### src/rtl/hmb_pkg.sv
package hmb_pkg;
  localparam logic [2:0] OFF_DATA = 3'd0;
  localparam logic [2:0] OFF_STAT = 3'd2;
  localparam logic [2:0] OFF_CTRL = 3'd4;
  localparam logic [2:0] OFF_EOI  = 3'd5;
  localparam logic [2:0] OFF_ISEL = 3'd6;

  localparam int CTRL_W    = 6;
  localparam int CB_RXBELL = 0;
  localparam int CB_TXBELL = 1;
  localparam int CB_RESET  = 4;
  localparam int CB_WIDE   = 5;
  localparam int NBELL     = 2;
  localparam int ISEL_EN   = 4;

  typedef enum logic [2:0] {
    HS_IDLE     = 3'd0,
    HS_HI_AVAIL = 3'd1,
    HS_HI_ACK   = 3'd2,
    HS_DONE     = 3'd3,
    HS_MOVING   = 3'd4,
    HS_FAULT    = 3'd5,
    HS_LO_AVAIL = 3'd6,
    HS_LO_ACK   = 3'd7
  } hs_state_e;
endpackage

### src/rtl/hmb_doorbell.sv
module hmb_doorbell #(
  parameter int N = 2
) (
  input  logic         clk,
  input  logic         rst,
  input  logic [N-1:0] lvl,
  output logic [N-1:0] pulse
);
  logic [N-1:0] prev;

  for (genvar i = 0; i < N; i++) begin : g_bell
    always_ff @(posedge clk) begin
      if (rst) begin
        prev[i]  <= 1'b0;
        pulse[i] <= 1'b0;
      end else begin
        prev[i]  <= lvl[i];
        pulse[i] <= lvl[i] & ~prev[i];
      end
    end

    AST_BELL_SINGLE: assert property (@(posedge clk) disable iff (rst)
      pulse[i] |=> !pulse[i]);
  end
endmodule

### src/rtl/hmb_irq.sv
module hmb_irq (
  input  logic clk,
  input  logic rst,
  input  logic req,
  input  logic ack,
  input  logic en,
  output logic irq
);
  logic pend;

  always_ff @(posedge clk) begin
    if (rst) begin
      pend <= 1'b0;
      irq  <= 1'b0;
    end else begin
      if (req)      pend <= 1'b1;
      else if (ack) pend <= 1'b0;
      irq <= pend & en;
    end
  end

  AST_REQ_SETS: assert property (@(posedge clk) disable iff (rst)
    req |=> pend);
  AST_ACK_CLEARS: assert property (@(posedge clk) disable iff (rst)
    (ack && !req) |=> !pend);
  AST_IRQ_NEEDS_EN: assert property (@(posedge clk) disable iff (rst)
    irq |-> $past(en));
endmodule

### src/rtl/hmb_dataport.sv
module hmb_dataport #(
  parameter int DW = 16
) (
  input  logic          clk,
  input  logic          rst,
  input  logic          wr_stb,
  input  logic          rd_stb,
  input  logic          wide,
  input  logic [DW-1:0] wdata,
  output logic [DW-1:0] out_data,
  output logic          out_wide,
  output logic          out_valid,
  input  logic          out_ready,
  input  logic [DW-1:0] in_data,
  input  logic          in_valid,
  output logic          in_ready,
  output logic [DW-1:0] rd_val
);
  localparam int BW = DW / 2;

  always_ff @(posedge clk) begin
    if (rst) begin
      out_valid <= 1'b0;
      out_wide  <= 1'b0;
      out_data  <= '0;
    end else begin
      if (out_valid && out_ready) out_valid <= 1'b0;
      if (wr_stb && !out_valid) begin
        out_valid <= 1'b1;
        out_wide  <= wide;
        out_data  <= wide ? wdata : {{(DW-BW){1'b0}}, wdata[BW-1:0]};
      end
    end
  end

  always_comb begin
    in_ready = rd_stb & in_valid;
    if (!in_valid)  rd_val = '0;
    else if (wide)  rd_val = in_data;
    else            rd_val = {{(DW-BW){1'b0}}, in_data[BW-1:0]};
  end

  AST_SLOT_HOLD: assert property (@(posedge clk) disable iff (rst)
    (out_valid && !out_ready) |=> (out_valid && $stable(out_data)));
endmodule

### src/rtl/hmb_host_regs.sv
module hmb_host_regs #(
  parameter int DATA_W = 16,
  parameter int ADDR_W = 3
) (
  input  logic              clk,
  input  logic              rst,
  input  logic [ADDR_W-1:0] host_addr,
  input  logic              host_wide,
  input  logic              host_wr,
  input  logic              host_rd,
  input  logic [DATA_W-1:0] host_wdata,
  output logic [DATA_W-1:0] host_rdata,
  output logic [DATA_W-1:0] h2c_data,
  output logic              h2c_wide,
  output logic              h2c_valid,
  input  logic              h2c_ready,
  input  logic [DATA_W-1:0] c2h_data,
  input  logic              c2h_valid,
  output logic              c2h_ready,
  input  logic [2:0]        core_rx_state,
  input  logic              core_wakeup,
  output logic [2:0]        host_tx_state,
  output logic              host_clrnak,
  output logic              rx_ready,
  output logic              core_reset,
  output logic              rx_bell,
  output logic              tx_bell,
  input  logic              core_irq_req,
  output logic              irq_out,
  output logic [2:0]        irq_line
);
  import hmb_pkg::*;

  localparam logic [ADDR_W-1:0] A_DATA = ADDR_W'(OFF_DATA);
  localparam logic [ADDR_W-1:0] A_STAT = ADDR_W'(OFF_STAT);
  localparam logic [ADDR_W-1:0] A_CTRL = ADDR_W'(OFF_CTRL);
  localparam logic [ADDR_W-1:0] A_EOI  = ADDR_W'(OFF_EOI);
  localparam logic [ADDR_W-1:0] A_ISEL = ADDR_W'(OFF_ISEL);

  logic [3:0]        stat_lo;
  logic [CTRL_W-1:0] ctl;
  logic [2:0]        isel_line;
  logic              isel_en;
  logic              wide_acc;
  logic [DATA_W-1:0] dp_rd;
  logic [DATA_W-1:0] rd_mux;
  logic [NBELL-1:0]  bell_lvl;
  logic [NBELL-1:0]  bell_pulse;
  hs_state_e         rx_hs;

  assign wide_acc = host_wide & ctl[CB_WIDE];
  assign rx_hs    = hs_state_e'(core_rx_state);

  always_ff @(posedge clk) begin
    if (rst) begin
      stat_lo   <= '0;
      ctl       <= '0;
      isel_line <= '0;
      isel_en   <= 1'b0;
    end else if (host_wr) begin
      case (host_addr)
        A_STAT: stat_lo <= host_wdata[3:0];
        A_CTRL: ctl     <= host_wdata[CTRL_W-1:0];
        A_ISEL: begin
          isel_line <= host_wdata[2:0];
          isel_en   <= host_wdata[ISEL_EN];
        end
        default: ;
      endcase
    end
  end

  always_comb begin
    case (host_addr)
      A_DATA:  rd_mux = dp_rd;
      A_STAT:  rd_mux = DATA_W'({core_wakeup, core_rx_state, stat_lo});
      A_CTRL:  rd_mux = DATA_W'(ctl);
      A_ISEL:  rd_mux = DATA_W'({isel_en, 1'b0, isel_line});
      default: rd_mux = '0;
    endcase
  end

  always_ff @(posedge clk) begin
    if (rst) begin
      host_rdata <= '0;
      rx_ready   <= 1'b0;
    end else begin
      if (host_rd) host_rdata <= rd_mux;
      rx_ready <= (rx_hs == HS_LO_AVAIL) || (rx_hs == HS_HI_AVAIL) ||
                  (rx_hs == HS_FAULT);
    end
  end

  assign host_tx_state = stat_lo[2:0];
  assign host_clrnak   = stat_lo[3];
  assign core_reset    = ctl[CB_RESET];
  assign irq_line      = isel_line;

  hmb_dataport #(.DW(DATA_W)) u_data (
    .clk       (clk),
    .rst       (rst),
    .wr_stb    (host_wr && host_addr == A_DATA),
    .rd_stb    (host_rd && host_addr == A_DATA),
    .wide      (wide_acc),
    .wdata     (host_wdata),
    .out_data  (h2c_data),
    .out_wide  (h2c_wide),
    .out_valid (h2c_valid),
    .out_ready (h2c_ready),
    .in_data   (c2h_data),
    .in_valid  (c2h_valid),
    .in_ready  (c2h_ready),
    .rd_val    (dp_rd)
  );

  assign bell_lvl = {ctl[CB_TXBELL], ctl[CB_RXBELL]};

  hmb_doorbell #(.N(NBELL)) u_bell (
    .clk   (clk),
    .rst   (rst),
    .lvl   (bell_lvl),
    .pulse (bell_pulse)
  );

  assign rx_bell = bell_pulse[0];
  assign tx_bell = bell_pulse[1];

  hmb_irq u_irq (
    .clk (clk),
    .rst (rst),
    .req (core_irq_req),
    .ack (host_rd && host_addr == A_EOI),
    .en  (isel_en),
    .irq (irq_out)
  );

  AST_CTRL_RESET: assert property (@(posedge clk) disable iff (rst)
    (host_wr && host_addr == A_CTRL) |=> (core_reset == $past(host_wdata[CB_RESET])));
endmodule

### config.mk
export PLATFORM = sky130hd
export DESIGN_NAME = hmb_host_regs
export DESIGN_NICKNAME = d
export VERILOG_FILES = /design/src/rtl/hmb_pkg.sv /design/src/rtl/hmb_doorbell.sv /design/src/rtl/hmb_irq.sv /design/src/rtl/hmb_dataport.sv /design/src/rtl/hmb_host_regs.sv
export SDC_FILE = /design/constraint.sdc
export NUM_CORES = 1
export LEC_CHECK = 0
export ABC_CLOCK_PERIOD_IN_PS = 1150
export BUFFER_PORTS_ARGS = -buffer_cell sky130_fd_sc_hd__buf_2
export CAP_MARGIN = 20
export CORE_MARGIN = 1.5
export CORE_UTILIZATION = 43
export CTS_CLUSTER_DIAMETER = 120
export DETAILED_ROUTE_END_ITERATION = 10
export PLACE_DENSITY = 0.85
export SLEW_MARGIN = 0
export SYNTH_ARGS = -nofsm -noshare
export SYNTH_HDL_FRONTEND = slang
export SYNTH_SLANG_ARGS = --single-unit
### constraint.sdc
create_clock -name clk -period 1.15 [get_ports clk]
set_clock_uncertainty 0.05 [all_clocks]
set_input_delay 0.0575 -clock clk [delete_from_list [all_inputs] [get_ports clk]]
set_output_delay 0.0575 -clock clk [all_outputs]
set_load 0.03 [all_outputs]
==> results of run 1 <==
worst min-delay path, delay by kind of cell:
family	cells	cell delay, ns
and+or+nand+nor	1	0.07
buffers and inverters	1	0.12
muxes	1	0.08
cell usage after synthesis (3+ instances only):
cell type  number
dfxtp_1        55
a21oi_1        36
nor2_1         18
mux2i_1        17
nand4_1        16
nand2_1        15
o21ai_0        13
o21ai_1        12
nand3_1        10
clkbuf_1        9
nor2b_1         8
buf_2           5
buf_6           5
and2_1          4
nand3b_1        4
a22o_1          3
final cells by class:
cell class | instances | area (sq um) | share of cell area
clock buffer | 7 | 86.33 | 0.02587
clock inverter | 1 | 5.005 | 0.001500
inverter | 2 | 7.507 | 0.002250
multi-input combinational | 174 | 1080 | 0.3236
sequential | 55 | 1106 | 0.3315
tap | 70 | 87.58 | 0.02625
timing repair buffer | 144 | 964.7 | 0.2891
power by group:
part / switching, mW / total, mW / internal [mW]
logic: 0.272 / 0.525 / 0.252
clock network: 0.602 / 1.09 / 0.488
registers: 0.0190 / 1.95 / 1.93
total: 0.893 / 3.56 / 2.67
layout by cell type, fill, tap and decap left out, types with 2 or more instances in the layout:
master         instances
mux2i_1               17
o21ai_1               12
buf_4                 19
a21oi_1               36
and2_1                 3
dfxtp_1               53
nand2_1               15
and3b_1                2
nor2b_1                7
inv_1                  2
o21ai_0               13
nand3b_1               4
buf_12                 3
and4bb_2               2
buf_2                 92
nand4_1               16
clkbuf_8               6
nand3_1               10
dlygate4sd3_1         29
a22o_1                 3
a222oi_1               2
nand4b_1               2
nor2_1                18
stage by stage:
step | setup slack (ns) | utilization
6_report | 0.06874 | 0.6492
5_1_grt | 0.004475 | 0.6492
4_1_cts | 0.02975 | 0.6409
3_5_place_dp | -0.08269 | 0.5667
3_3_place_gp | -0.02143 | 0.5667
2_1_floorplan | 0.01006 | -
kinds of logic (layout without fill, tap and decap cells):
| group | count (synthesis) | in the layout | synth area share |
|---|---|---|---|
| simple gates | 88 | 88 | 0.2231 |
| compound gates | 68 | 68 | 0.1594 |
| flops | 55 | 55 | 0.4754 |
| buf+inv | 25 | 154 | 0.06374 |
| mux | 18 | 18 | 0.07833 |
worst paths after layout:
path / depth (start not counted) / end
worst max-delay path: 4 / u_data.out_data[10]
worst min-delay path: 3 / ctl[1]
worst min register to register: 1 / u_bell.pulse[0]
worst max register to register: 4 / u_data.out_data[10]
routing by layer:
layer	wire length (microns)	part of all wire	vias to the layer above	GRT usage
li1	-	-	1165	-
met4	163	0.024	0	0.1019
met2	3284	0.49	85	0.3705
met5	0	0	-	0
met1	2891	0.43	1115	0.2934
met3	365	0.054	16	0.03593
timing repair:
item                                   4_1_cts  5_1_grt
endpoints found under the hold margin       32        0
resized for setup                            0        7
hold buffers                                29        0
buffers inserted                             0        3
setup endpoints to repair                    0       15
state kept, by name, indices dropped and copies added, names as in the netlist, 2 cells and up:
signal and count:
host_rdata 16, u_bell.prev 2, u_bell.pulse 2, stat_lo 4, ctl 6, u_data.out_data 16
irq_line 3
==> results.ini, run 1 <==
[status]
status=complete, no violations

[finish]
stdcell_count=453
syn_to_final_growth_pct=44.08
fillers=450
nNetsFinal=429
stdcell_area_sq_mm=0.003337
antenna_cells=0
drive_above_1_share=0.3473

[worst_setup_path]
cp-end-kind=register
max_stage_delay_ns=0.36
crit_type=register to register
path_cells=nor2b_2, buf_6, nand4_1, a21oi_1
path_max_fanout=7
cpMaxStageDelayCell=dfxtp_4
critical-path-top-delay-family=flip-flops
cp.arrival_ns=1.26
rr_startpoint=u_data.out_valid
crit_start=u_data.out_valid
crit_required_ns=1.33
start_kind=register
critPathBufInv=1
r2r_slack_ns=0.07

[global_routing]
track_usage=0.2263
grt_pass1_vias=2254
overflow=0
grt_max_degree=26
grt_pass1_wl_mm=10.73
antenna_found_initial=0

[placement]
place.gp.congestion=0.8338
place_area_sq_mm=0.002913
dp_cells=412
io_buffers=93
hpwlAfterDp_mm=4.429

[sta]
fin_hold_ws_ns=0.01746
period_minus_slack_ns=1.081
rsz0062_at_grt=no
worst_slew_pin_slew_ns=0.3097
finalSetupViolations=0
final-hold-violation-count=0
maxSlewHeadroom=0.7928
fin_crit_sh=0.9402
timing.fmax_ghz=0.9248
drv_slew=0
fin_tns_setup_ns=0

[route]
drc=0
antenna_left=0
routed_via_density=5.256
drt_first_pass_iters=4
wl_per_cell_microns=14.80
vias=2381
finalWirelength_mm=6.704
drt_iter0_markers=135

[floorplanning]
die-area_sq_mm=0.005835
rows=26
coreArea_sq_mm=0.005140
floorplan.initialDensity=0.4506
io_pins=94
die_y_microns=76.39
dieWidth_microns=76.39

[yosys]
synth_largest_area_cell=dfxtp_1
synth-seq-area-share=0.4754
async_flop_share=0
synth_nets=301
yosysWarningCount=0
synthTopCellsByArea=dfxtp_1 (48%), a21oi_1 (7.8%), mux2i_1 (7.3%), nand4_1 (4.3%), nor2_1 (2.9%)
synth_top_area_frac=0.4754
synth_edf_count=0
synth_ff_type=dfxtp_1
synthCells=254
avgSynthCellArea_sq_um=9.118
netlist_area_sq_mm=0.002316
synth_cell_types=32
ys_ff_latch=55

[power]
power_mw=3.565
leakage_nw=1.475
power.density_mw_per_mm2=1068
ir_drop_mv=0.6088

[clock_tree]
cts_tree=done
clk_pin_slew_ns=0.10
h-tree-depth=2
numCtsBuffers=5
clk_latency_ns=0.30
cts_root_buf=clkbuf_8
clockBufferDepth=2
clkSinkCount=55

[flow_run]
max-cap-violations=0

[hold_path]
hold_start=host_wdata[1]
hold_class=primary input to register

(Power assumes the default switching activity.)
==> run 2, diff against run 1 <==
--- a/config.mk
+++ b/config.mk
@@ -5,14 +5,14 @@
 export SDC_FILE = /design/constraint.sdc
 export NUM_CORES = 1
 export LEC_CHECK = 0
-export ABC_CLOCK_PERIOD_IN_PS = 1150
-export BUFFER_PORTS_ARGS = -buffer_cell sky130_fd_sc_hd__buf_2
+export ABC_CLOCK_PERIOD_IN_PS = 1100
 export CAP_MARGIN = 20
 export CORE_MARGIN = 1.5
-export CORE_UTILIZATION = 43
+export CORE_UTILIZATION = 50
 export CTS_CLUSTER_DIAMETER = 120
 export DETAILED_ROUTE_END_ITERATION = 10
-export PLACE_DENSITY = 0.85
+export DONT_BUFFER_PORTS = 1
+export PLACE_DENSITY = 0.75
 export SLEW_MARGIN = 0
 export SYNTH_ARGS = -nofsm -noshare
 export SYNTH_HDL_FRONTEND = slang
==> constraint.sdc (replaced) <==
create_clock -name clk -period 1.1 [get_ports clk]
set_clock_uncertainty 0.05 [all_clocks]
set_input_delay 0.055 -clock clk [delete_from_list [all_inputs] [get_ports clk]]
set_output_delay 0.055 -clock clk [all_outputs]
set_load 0.03 [all_outputs]
==> run 2 against run 1 <==
  * The run now ends with negative hold slack left
  * Worst setup slack got worse by 0.045 ns
  * Routed wire length decreased by 14%
  * Combinational power is 47% lower
  * First-iteration DRC count grew 6.7%
  * Clock power rose by 10%
  * Critical path type is now primary input to register
  * Critical endpoint is now host_rdata[5]
  * Largest cell class unchanged
==> results.ini, run 2 (synthesis gave the netlist of run 1 again) <==
[clock_tree]
cts_root_buf=clkbuf_8  ; unchanged
ctsHoldBuffers=6  ; was 29
clk_latency_ns=0.30  ; about the same
cts_tree=done  ; unchanged
numCtsBuffers=5  ; unchanged
clkSinkCount=55  ; unchanged
clk_pin_slew_ns=0.09  ; was 0.10 ns
h-tree-depth=2  ; unchanged
clockBufferDepth=2  ; unchanged

[global_routing]
grt_pass1_vias=1955  ; was 2254
antenna_found_initial=1  ; was 0
overflow=0  ; unchanged
grt_pass1_wl_mm=9.197  ; was 10.73 mm
track_usage=0.2312  ; was 0.2263
grt_max_degree=51  ; was 26

[route]
wl_per_cell_microns=16.45  ; was 14.80 microns
drt_first_pass_iters=4  ; unchanged
antenna_left=0  ; unchanged
vias=2048  ; was 2381
finalWirelength_mm=5.759  ; was 6.704 mm
drc=0  ; unchanged
routed_via_density=5.851  ; was 5.256
drt_iter0_markers=144  ; was 135

[power]
internal_power_mw=2.725  ; was 2.671 mW
switching_share=0.2272  ; was 0.2506
power.density_mw_per_mm2=1248  ; was 1068 mW/mm^2
clkPwrFrac=0.341  ; was 0.306
switching_power_mw=0.8011  ; was 0.8933 mW
leakage_nw=1.104  ; was 1.475 nW
power_mw=3.526  ; was 3.565 mW
power_frac_comb=0.079  ; was 0.147
ir_drop_mv=0.7960  ; was 0.6088 mV
power_frac_seq=0.579  ; was 0.547

[floorplanning]
dieWidth_microns=71.06  ; was 76.39 microns
floorplan.initialDensity=0.5247  ; was 0.4506
coreArea_sq_mm=0.004414  ; was 0.005140 sq mm
die-area_sq_mm=0.005050  ; was 0.005835 sq mm
rows=24  ; was 26
die_y_microns=71.06  ; was 76.39 microns
io_pins=94  ; unchanged

[status]
status=finished, violations left  ; was complete, no violations
violations=negative hold slack

[sta]
fin_tns_setup_ns=0  ; unchanged
worst_slack_ns=0.02416  ; was 0.06874 ns
fin_hold_ws_ns=-0.2369  ; was 0.01746 ns
worst_slew_pin_slew_ns=0.3237  ; was 0.3097 ns
period_minus_slack_ns=1.076
maxSlewHeadroom=0.7831  ; was 0.7928
timing.fmax_ghz=0.9295
finalSetupViolations=0  ; unchanged
fin_crit_sh=0.9780
final-hold-violation-count=52  ; was 0
drv_slew=0  ; unchanged

[finish]
drive_above_1_share=0.2323  ; was 0.3473
syn_to_final_growth_pct=21.99  ; was 44.08%
top_regs=host_rdata x16, u_data.out_data x16, ctl x6  ; unchanged
fillers=408  ; was 450
seqCellArea_sq_mm=0.001106  ; unchanged
multi_input_area_sq_mm=0.001077  ; was 0.001080 sq mm
nNetsFinal=343  ; was 429
mostFrequentLayoutCells=dfxtp_1 (53), buf_4 (50), a21oi_1 (36), nor2_1 (18), mux2i_1 (17)  ; was buf_2 (92), dfxtp_1 (53), a21oi_1 (36), dlygate4sd3_1 (29), buf_4 (19)
final_common_cell=dfxtp_1  ; was buf_2

[worst_setup_path]
cp-end-kind=register  ; unchanged
worstRegToRegCells=4  ; unchanged
start_kind=primary input  ; was register
cp.arrival_ns=1.25  ; was 1.26 ns
path_max_fanout=14  ; was 7
crit_type=primary input to register  ; was register to register
crit_required_ns=1.27  ; was 1.33 ns

[placement]
hpwlAfterDp_mm=3.946  ; was 4.429 mm
place_ws_ns=0.03684  ; was -0.08269 ns
place.gp.congestion=0.7446  ; was 0.8338
io_buffers=0  ; was 93

[hold_path]
hold_class=primary input to register  ; unchanged
min_path_cells=1  ; was 3

[flow_run]
max-cap-violations=0  ; unchanged

[run 2: routing by layer]
| metal | vias up | global-route usage | part of all wire |
|---|---|---|---|
| met3 | 13 | 0.09402 | 0.093 |
| met1 | 945 | 0.3002 | 0.43 |
| met2 | 94 | 0.3437 | 0.46 |
| met4 | 0 | 0.09224 | 0.019 |
| met5 | - | 0 | 0 |
| li1 | 996 | - | - |
[run 2: final cells by class]
class	count	area share
multi-input combinational	174	0.3813
sequential	55	0.3915
inverter	2	0.002657
timing repair buffer	58	0.1652
clock buffer	8	0.03543
antenna	1	0.0008857
tap	52	0.02303
[run 2: worst paths after layout]
path,slack [ns],startpoint,to
setup / recovery,0.02,host_addr[0],host_rdata[5]
hold / removal,-0.24,rst,ctl[5]
setup reg to reg,0.04,u_data.out_valid,u_data.out_data[10]
hold reg to reg,0.34,u_bell.prev[0],u_bell.pulse[0]
[run 2: power groups by stage]
stage / Sequential [mW] / Combinational [mW] / Clock (mW)
finish: 2.04 / 0.280 / 1.20
global placement: 2.09 / 0.251 / 0
detailed placement: 2.09 / 0.253 / 0
global route: 2.05 / 0.304 / 1.30
CTS: 2.04 / 0.272 / 1.21
floorplan: 2.13 / 0.219 / 0
[run 2: repair_timing]
item,4_1_cts,5_1_grt
endpoints found under the setup margin,0,19
gates resized for setup,0,5
hold endpoints to repair,55,52
buffers inserted,0,0
[run 2: worst max-delay path, stage by stage]
cell	delay, ns
or3b_4	0.40
dlygate4sd3_1	0.60
o21ai_0	0.20
[run 2: through the flow]
stage / hold WS, ns / cells / instance area, sq um / utilization
3_5_place_dp: 0.08091 / 334 / 2648 / 0.5998
5_1_grt: -0.2594 / 350 / 2825 / 0.6400
4_1_cts: -0.2462 / 348 / 2808 / 0.6361
3_3_place_gp: 0.07599 / 334 / 2648 / 0.5998
6_report: -0.2369 / 350 / 2825 / 0.6400
2_1_floorplan: 0.08412 / 254 / 2355 / -
==> run 3, diff against run 2 <==
--- a/config.mk
+++ b/config.mk
@@ -7,12 +7,14 @@
 export LEC_CHECK = 0
 export ABC_CLOCK_PERIOD_IN_PS = 1100
 export CAP_MARGIN = 20
+export CELL_PAD_IN_SITES_DETAIL_PLACEMENT = 0
+export CELL_PAD_IN_SITES_GLOBAL_PLACEMENT = 1
 export CORE_MARGIN = 1.5
-export CORE_UTILIZATION = 50
+export CORE_UTILIZATION = 45
 export CTS_CLUSTER_DIAMETER = 120
 export DETAILED_ROUTE_END_ITERATION = 10
 export DONT_BUFFER_PORTS = 1
-export PLACE_DENSITY = 0.75
+export PLACE_DENSITY = 0.88
 export SLEW_MARGIN = 0
 export SYNTH_ARGS = -nofsm -noshare
 export SYNTH_HDL_FRONTEND = slang
==> run 3 against run 2 <==
  * The flow still finishes with violations (negative hold slack)
  * Maximum frequency rose by 2.9%
  * First-iteration DRC count grew 30%
  * Flip-flop and latch count did not move
  * Global-route usage shrank 2.0 points
  * Sequential power about the same
  * Clock-buffer cell count is 1 lower
  * Final area down 0.80%
  * Largest power group unchanged
==> results.ini, run 3 (synthesis gave the netlist of run 1 again) <==
[route]
drt_iter0_markers=187  ; was 144
wl_per_cell_microns=16.21  ; was 16.45 microns
routed_via_density=5.639  ; was 5.851
antenna_left=0  ; unchanged
drc=0  ; unchanged
finalWirelength_mm=5.836  ; was 5.759 mm
drt_first_pass_iters=5  ; was 4
vias=2030  ; was 2048

[hold_path]
hold_start=rst  ; unchanged
hold_class=primary input to register  ; unchanged
hold_path_end=ctl[5]  ; unchanged
min_path_cells=1  ; unchanged

[power]
ir_drop_mv=0.7221  ; was 0.7960 mV
internal_power_mw=2.650  ; was 2.725 mW
clkPwrFrac=0.326  ; was 0.341
power.density_mw_per_mm2=1224  ; was 1248 mW/mm^2
power_frac_seq=0.597  ; was 0.579
leakage_nw=1.080  ; was 1.104 nW
switching_share=0.2277  ; was 0.2272
switching_power_mw=0.7811  ; was 0.8011 mW
power_frac_comb=0.077  ; was 0.079

[floorplanning]
floorplan.initialDensity=0.4777  ; was 0.5247
rows=25  ; was 24
die-area_sq_mm=0.005586  ; was 0.005050 sq mm
coreArea_sq_mm=0.004848  ; was 0.004414 sq mm
dieWidth_microns=74.74  ; was 71.06 microns
io_pins=94  ; unchanged
die_y_microns=74.74  ; was 71.06 microns

[global_routing]
grt_max_degree=51  ; unchanged
track_usage=0.2112  ; was 0.2312
grt_pass1_vias=1808  ; was 1955
overflow=0  ; unchanged
grt_pass1_wl_mm=8.894  ; was 9.197 mm
antenna_found_initial=0  ; was 1

[clock_tree]
h-tree-depth=2  ; unchanged
clkSinkCount=55  ; unchanged
cts_root_buf=clkbuf_8  ; unchanged
cts_tree=done  ; unchanged
clk_pin_slew_ns=0.09  ; about the same
numCtsBuffers=5  ; unchanged
post_cts_buffers=0  ; unchanged
clk_latency_ns=0.30  ; about the same
clockBufferDepth=2  ; unchanged
ctsHoldBuffers=6  ; unchanged

[sta]
worst_slew_pin_slew_ns=0.3386  ; was 0.3237 ns
finalSetupViolations=0  ; unchanged
maxSlewHeadroom=0.7740  ; was 0.7831
fin_hold_ws_ns=-0.2410  ; was -0.2369 ns
fin_crit_sh=0.9501  ; was 0.9780
rsz0062_at_grt=yes
timing.fmax_ghz=0.9568  ; was 0.9295 GHz
period_minus_slack_ns=1.045  ; was 1.076 ns
final-hold-violation-count=52  ; unchanged
drv_slew=0  ; unchanged
worst_slack_ns=0.05487  ; was 0.02416 ns

[worst_setup_path]
path_cells=nor2b_2, buf_4, nand4_1, a21oi_1  ; was or3b_4, dlygate4sd3_1, o21ai_0
crit_type=register to register  ; was primary input to register
max_stage_delay_ns=0.36  ; was 0.60 ns
start_kind=register  ; was primary input
r2r_slack_ns=0.05  ; was 0.04 ns
rr_startpoint=u_data.out_valid  ; unchanged
critical-path-top-delay-family=flip-flops  ; was buffers and inverters
rr_endpoint=u_data.out_data[13]  ; was u_data.out_data[10]
cp.arrival_ns=1.23  ; was 1.25 ns
crit_required_ns=1.29  ; was 1.27 ns
cpMaxStageDelayCell=dfxtp_4  ; was dlygate4sd3_1
worstRegToRegCells=4  ; unchanged
path_max_fanout=7  ; was 14
critPathBufInv=1  ; unchanged
cp-end-kind=register  ; unchanged

[finish]
syn_to_final_growth_pct=21.02  ; was 21.99%
mostFrequentLayoutCells=dfxtp_1 (53), buf_4 (46), a21oi_1 (35), nor2_1 (18), mux2i_1 (17)  ; was dfxtp_1 (53), buf_4 (50), a21oi_1 (36), nor2_1 (18), mux2i_1 (17)
top_regs=host_rdata x16, u_data.out_data x16, ctl x6  ; unchanged
final_common_cell=dfxtp_1  ; unchanged
drive_above_1_share=0.2287  ; was 0.2323
final_util=0.5781  ; was 0.6400
fillers=464  ; was 408
antenna_cells=0  ; was 1
nNetsFinal=339  ; was 343

[status]
status=finished, violations left  ; unchanged
violations=negative hold slack  ; unchanged

[placement]
hpwlAfterDp_mm=3.932  ; was 3.946 mm
io_buffers=0  ; unchanged
place.gp.congestion=0.7764  ; was 0.7446
place_ws_ns=0.007079  ; was 0.03684 ns

[flow_run]
max-cap-violations=0  ; unchanged

[run 3: cell count changes in the layout (fill, tap and decap cells not counted)]
cell	delta
a21oi_1	-1
a21oi_2	+1
and2_1	-1
and2_4	+1
buf_2	+1
buf_4	-4
buf_6	-1
clkbuf_8	-1
clkinv_2	+1
diode_2	-1
o21ai_0	-1
o21ai_1	+1
[run 3: worst max-delay path by stage]
stage                           startpoint  cells past startpoint  slack, ns                   to
final                     u_data.out_valid                      4       0.05  u_data.out_data[13]
after global routing      u_data.out_valid                      4      -0.01   u_data.out_data[7]
after floorplan               host_addr[2]                      6      -0.02  u_data.out_data[13]
after global placement              ctl[5]                      4       0.05       host_rdata[11]
after CTS                 u_data.out_valid                      4       0.01  u_data.out_data[13]
after detailed placement            ctl[5]                      4      0.007  u_data.out_data[13]
[run 3: per-stage QoR]
step	cells	power [mW]	cell area (sq um)	TNS, ns
5_1_grt	360	3.582	2803	-0.02677
3_5_place_dp	345	2.335	2636	0
6_report	360	3.431	2803	0
3_3_place_gp	345	2.333	2636	0
2_1_floorplan	254	2.345	2355	-0.2076
4_1_cts	359	3.480	2789	0
[run 3: final cells by class]
type,instances,area (sq um),area share
clock inverter,1,5.005,0.001786
inverter,2,7.507,0.002679
clock buffer,7,86.33,0.03080
tap,67,83.83,0.02991
sequential,55,1106,0.3946
timing repair buffer,54,430.4,0.1536
multi-input combinational,174,1084,0.3866
[run 3: worst register-to-register path: stages (launching register included)]
cell and delay [ns]:
dfxtp_4 0.36, nor2b_2 0.13, buf_4 0.17, nand4_1 0.11, a21oi_1 0.16
[run 3: per-layer routing]
layer  track usage  part of all wire  vias to the layer above
met1        0.2835              0.43                      954
met3       0.06024             0.085                        9
li1              -                 -                      980
met4       0.07273             0.015                        0
met5             0                 0                        -
met2        0.3274              0.47                       87
[run 3: timing repair]
action                     4_1_cts  5_1_grt
setup endpoints to repair        3       16
resized for setup                1        5
cloned                           0        1
hold endpoints to repair        55       52
[run 3: power by group through the flow]
stage / Clock [mW] / Sequential (mW) / Combinational, mW
finish: 1.12 / 2.05 / 0.265
global route: 1.24 / 2.05 / 0.288
CTS: 1.17 / 2.05 / 0.261
detailed placement: 0 / 2.09 / 0.243
global placement: 0 / 2.09 / 0.240
floorplan: 0 / 2.13 / 0.219
